===== config.mk =====
export PLATFORM = sky130hd
export DESIGN_NAME = dir_slice
export DESIGN_NICKNAME = d
export VERILOG_FILES = /design/src/rtl/dir_slice_pkg.sv /design/src/rtl/dir_home_decode.sv /design/src/rtl/dir_entry_update.sv /design/src/rtl/dir_slice.sv
export SDC_FILE = /design/constraint.sdc
export NUM_CORES = 1
export LEC_CHECK = 0
export BUFFER_PORTS_ARGS = -buffer_cell sky130_fd_sc_hd__buf_2
export CAP_MARGIN = 25
export CELL_PAD_IN_SITES_DETAIL_PLACEMENT = 2
export CELL_PAD_IN_SITES_GLOBAL_PLACEMENT = 2
export CORE_ASPECT_RATIO = 1.75
export CORE_MARGIN = 10
export CORE_UTILIZATION = 41
export CTS_BUF_LIST = sky130_fd_sc_hd__clkbuf_16
export DETAILED_ROUTE_END_ITERATION = 12
export GPL_TIMING_DRIVEN = 0
export HOLD_SLACK_MARGIN = 0.15
export PLACE_DENSITY = 0.9
export REMOVE_ABC_BUFFERS = 1
export SYNTH_ARGS = -nofsm -noshare
export SYNTH_HDL_FRONTEND = slang
export SYNTH_HIERARCHICAL = 1
export SYNTH_SLANG_ARGS = --single-unit

===== constraint.sdc =====
create_clock -name clk -period 3.4 [get_ports clk]
set_input_delay 0.68 -clock clk [delete_from_list [all_inputs] [get_ports clk]]
set_output_delay 0.68 -clock clk [all_outputs]
set_load 0.005 [all_outputs]

===== src/rtl/dir_slice_pkg.sv =====
package dir_slice_pkg;
    typedef enum logic {
        DIR_OP_READ  = 1'b0,
        DIR_OP_WRITE = 1'b1
    } dir_op_e;
endpackage


===== src/rtl/dir_home_decode.sv =====
// Splits a global address into "homed here" and the local entry index.
// N_PROC must be a power of two (>= 2) so the home is the low address bits.
module dir_home_decode #(
    parameter int N_PROC  = 4,
    parameter int HOME_ID = 1,
    parameter int ADDR_W  = 6,
    localparam int ID_W   = $clog2(N_PROC),
    localparam int IDX_W  = ADDR_W - ID_W
) (
    input  logic [ADDR_W-1:0] addr,
    output logic              is_home,
    output logic [IDX_W-1:0]  idx
);
    assign is_home = (addr[ID_W-1:0] == ID_W'(HOME_ID));
    assign idx     = addr[ADDR_W-1:ID_W];
endmodule


===== src/rtl/dir_entry_update.sv =====
// Next-state and response for one directory entry given a query.
module dir_entry_update
    import dir_slice_pkg::*;
#(
    parameter int N_PROC = 4,
    localparam int ID_W  = $clog2(N_PROC)
) (
    input  dir_op_e           op,
    input  logic [ID_W-1:0]   src,
    input  logic [ID_W-1:0]   own_in,
    input  logic [N_PROC-1:0] shr_in,
    output logic [ID_W-1:0]   own_out,
    output logic [N_PROC-1:0] shr_out,
    output logic              hit,
    output logic [N_PROC-1:0] inval
);
    logic [N_PROC-1:0] src_bit;
    logic [N_PROC-1:0] own_bit;

    for (genvar g = 0; g < N_PROC; g++) begin : g_bits
        assign src_bit[g] = (src    == ID_W'(g));
        assign own_bit[g] = (own_in == ID_W'(g));
    end

    always_comb begin
        hit = (src == own_in);
        if (op == DIR_OP_WRITE) begin
            own_out = src;
            shr_out = '0;
            inval   = (shr_in | own_bit) & ~src_bit;
        end else begin
            own_out = own_in;
            shr_out = hit ? shr_in : (shr_in | src_bit);
            inval   = '0;
        end
    end
endmodule


===== src/rtl/dir_slice.sv =====
// Directory slice: owner + sharer vector per homed address, one query per cycle.
module dir_slice
    import dir_slice_pkg::*;
#(
    parameter int N_PROC  = 4,
    parameter int HOME_ID = 1,
    parameter int ADDR_W  = 6,
    localparam int ID_W   = $clog2(N_PROC),
    localparam int IDX_W  = ADDR_W - ID_W,
    localparam int DEPTH  = 1 << IDX_W
) (
    input  logic              clk,
    input  logic              rst_n,
    input  logic              req_valid,
    output logic              req_ready,
    input  logic              req_write,
    input  logic [ID_W-1:0]   req_src,
    input  logic [ADDR_W-1:0] req_addr,
    output logic              rsp_valid,
    output logic [ID_W-1:0]   rsp_owner,
    output logic              rsp_hit,
    output logic              rsp_nothome,
    output logic [N_PROC-1:0] rsp_inval
);
    typedef struct packed {
        logic                              ready;
        logic                              rsp_v;
        logic [ID_W-1:0]                   rsp_own;
        logic                              rsp_hit;
        logic                              rsp_nh;
        logic [N_PROC-1:0]                 rsp_inv;
        logic [DEPTH-1:0][ID_W-1:0]        own;
        logic [DEPTH-1:0][N_PROC-1:0]      shr;
    } state_t;

    state_t state_d, state_q;

    logic              is_home;
    logic [IDX_W-1:0]  idx;
    logic [ID_W-1:0]   own_nx;
    logic [N_PROC-1:0] shr_nx;
    logic              hit_nx;
    logic [N_PROC-1:0] inv_nx;
    logic              accept;

    dir_home_decode #(
        .N_PROC (N_PROC),
        .HOME_ID(HOME_ID),
        .ADDR_W (ADDR_W)
    ) u_decode (
        .addr   (req_addr),
        .is_home(is_home),
        .idx    (idx)
    );

    dir_entry_update #(
        .N_PROC(N_PROC)
    ) u_update (
        .op     (dir_op_e'(req_write)),
        .src    (req_src),
        .own_in (state_q.own[idx]),
        .shr_in (state_q.shr[idx]),
        .own_out(own_nx),
        .shr_out(shr_nx),
        .hit    (hit_nx),
        .inval  (inv_nx)
    );

    assign accept = req_valid && state_q.ready;

    always_comb begin
        state_d         = state_q;
        state_d.ready   = 1'b1;
        state_d.rsp_v   = 1'b0;
        state_d.rsp_own = '0;
        state_d.rsp_hit = 1'b0;
        state_d.rsp_nh  = 1'b0;
        state_d.rsp_inv = '0;
        if (accept) begin
            state_d.rsp_v = 1'b1;
            if (is_home) begin
                state_d.rsp_own  = state_q.own[idx];
                state_d.rsp_hit  = hit_nx;
                state_d.rsp_inv  = inv_nx;
                state_d.own[idx] = own_nx;
                state_d.shr[idx] = shr_nx;
            end else begin
                state_d.rsp_nh = 1'b1;
            end
        end
    end

    always_ff @(posedge clk) begin
        if (!rst_n) begin
            state_q.ready   <= 1'b0;
            state_q.rsp_v   <= 1'b0;
            state_q.rsp_own <= '0;
            state_q.rsp_hit <= 1'b0;
            state_q.rsp_nh  <= 1'b0;
            state_q.rsp_inv <= '0;
            for (int i = 0; i < DEPTH; i++) begin
                state_q.own[i] <= ID_W'(HOME_ID);
                state_q.shr[i] <= '0;
            end
        end else begin
            state_q <= state_d;
        end
    end

    assign req_ready   = state_q.ready;
    assign rsp_valid   = state_q.rsp_v;
    assign rsp_owner   = state_q.rsp_own;
    assign rsp_hit     = state_q.rsp_hit;
    assign rsp_nothome = state_q.rsp_nh;
    assign rsp_inval   = state_q.rsp_inv;
endmodule


==> results.cfg <==
[setup_path]
start_kind = input pin
cp_max_fo = 23
path_buf_inv = 2
crit_arrival_ns = 3.42
startpoint = req_addr[2]
end_kind = flop
r2r_cells = 8
worst-path-stages = 8
cp_top_family = buffers and inverters
reg2reg_setup_slack_ns = 0.69
crit_path_max_incr_delay_ns = 0.57
cp_cell_sequence = buf_2, inv_1, a21oi_2, nor2_2, or3_1, a21oi_1, nand2_1, mux2i_1
worstPathRequired_ns = 3.66
criticalPathCategory = in -> reg
worst_path_max_delay_cell = buf_2

[power_and_ir_drop]
intPower_mw = 1.78
finalPower_mw = 2.39
p_switching_mw = 0.608
p_clk_share_pct = 41.8
powerDensity_nw_per_um2 = 442
seqPwrFrac_pct = 52.2
p_comb_share_pct = 6.0
ir_drop_v = 0.000193
switching_share_pct = 25.5
p_leak_nw = 2.17

[sta]
setup_violations = 0
min_period_ns = 3.16
slew_violations = 0
max_freq_ghz = 0.317
final_hold_viol_count = 0
fin_crit_sh_pct = 92.9
setup-tns-final_ns = 0
tightest_slew_ns = 1.01
rsz0062_at_grt = false
clock_skew_ns = 0.00887
slew_headroom_pct = 32.4

[global_routing]
antenna_found_initial = 0
grt_pass1_vias = 4041
grt_pass1_wl_microns = 24200
grt_max_degree = 105
overflow = 0
grt.total_usage_pct = 17.9

[layout]
final_cells = 619
final_common_cell = dfxtp_1
num_antenna_cells = 0
register_area_sq_um = 2120
multi_input_area_sq_um = 2640
drive_above_1_share_pct = 19.4
nets = 461
most-common-layout-cells = 106 x dfxtp_1, 98 x mux2i_1, 93 x nand2_1
n_fill_cell = 1248
stdcell_area_sq_um = 5410
fin_util_pct = 44.8
area.growth.synth_to_final_pct = 6.90

[drt]
drc = 0
firstDrtPassIters = 4
routedWlPerCell_microns = 25.1
num_vias = 3572
vias_per_cell = 5.77
initialDrtViolationCount = 166
ant_nets = 0
totalWireLength_microns = 15600

[placement]
io_buffers = 21
globalplace.congestion = 0.760
place_area_sq_um = 5120
dp.cells = 603
dpl.hpwl_microns = 10100

[synth]
synth-adder-area-share_pct = 0
netlist_area_sq_um = 5060
ys_seq_elements = 106
synth_top_family_by_area = multiplexers
synth.distinct_cells = 38
yosysWarnings = 6
yosysTopAreaCell = dfxtp_1
ys.flop_type = dfxtp_1
synthDominantCellAreaShare_pct = 42.0
synth.avg_cell_area_sq_um = 10.9
synth_xor_area_share_pct = 0.346
synthMuxAreaShare_pct = 30.8
yosysSeqAreaShare_pct = 42.0
synth_compound_area_share_pct = 3.37
synth_edf_count = 0
syn_inst = 463
ys_top_cells_by_area = dfxtp_1 42%, mux2i_1 19%, mux4_2 9.4%
synth-async-reset-ratio_pct = 0
synthSimpleGateAreaFrac_pct = 17.6

[floorplanning]
num_io_pins = 22
num_rows = 53
start_util_pct = 41.9
die_h_microns = 167
design.core.area_sq_um = 12100
die_area_sq_um = 17300
die_width_microns = 104

[cts]
cts_tree = built
clock_latency_ns = 0.36
root_buffer = clkbuf_16
path_clk_slew_ns = 0.07
clock_sinks = 106
h-tree-depth = 3
ctsHoldBuffers = 0
cts_made_buffers = 9
clockBufferDepth = 2

[worst_hold_path]
hold_path_class = reg -> reg

[outcome]
outcome = complete, no violations

[run]
drv_cap = 0
-- per-stage QoR --
stage                     worst slack, ns  hold WS, ns
after floorplan                     0.787        0.430
after global placement             -0.375        0.438
after detailed placement           -0.289        0.450
after CTS                         0.00746        0.465
after global routing               0.0665        0.481
final                               0.241        0.461
-- power groups by stage --
stage | sequential, mW | clock, mW | combinational (mW)
2_1_floorplan | 1.27 | 0 | 0.0581
3_3_place_gp | 1.27 | 0 | 0.129
3_5_place_dp | 1.28 | 0 | 0.140
4_1_cts | 1.25 | 1.01 | 0.143
5_1_grt | 1.25 | 1.06 | 0.153
6_report | 1.25 | 0.999 | 0.144
-- repair_timing --
action / CTS / global route
hold endpoints to repair: 0 / 0
buffers inserted: 0 / 0
endpoints found under the setup margin: 0 / 58
gates resized for setup: 0 / 3
-- layout make-up --
| class | count | area share, % |
|---|---|---|
| flip-flops and latches | 106 | 39.3 |
| inverters | 6 | 0.417 |
| repair buffers | 23 | 2.62 |
| well taps | 165 | 3.82 |
| clock buffers | 9 | 4.17 |
| clock inverters | 7 | 0.833 |
| multi-input cells | 303 | 48.9 |
-- cells by family after synthesis --
kind of cell,after synthesis
flops,106
simple gates,154
compound gates,23
xor+xnor,2
buf+inv,54
mux,124
-- cell usage after synthesis, types with 3 or more instances --
library cell,instances
mux2i_1,98
a21oi_1,4
nor3_4,6
clkbuf_1,20
nand3_2,8
buf_6,4
dfxtp_1,106
buf_4,15
nor2b_1,22
nor2_1,5
o221a_2,3
mux4_1,3
buf_2,6
nand2_1,93
mux4_2,21
and3_1,6
inv_1,6
a22oi_1,8
-- worst min path at each step --
stage                     startpoint  slack [ns]    to  depth (start not counted)
after floorplan                 flop        0.43  flop                          2
after global placement          flop        0.44  flop                          2
after detailed placement        flop        0.45  flop                          2
after CTS                       flop        0.47  flop                          2
after global routing            flop        0.48  flop                          2
final                           flop        0.46  flop                          2
-- metal layers --
layer	vias to the layer above	global-route usage (%)	routed length, microns
li1	1586	-	-
met1	1853	17.2	5730
met2	87	34.3	8640
met3	46	2.78	428
met4	0	11.4	764
met5	-	0	0
-- worst min-delay path, cell delays in order, from the launching register on --
cell and delay, ns:
dfxtp_1 0.31, nand2_1 0.05, mux2i_1 0.05
Note: power is estimated with default switching activity, not from simulation.
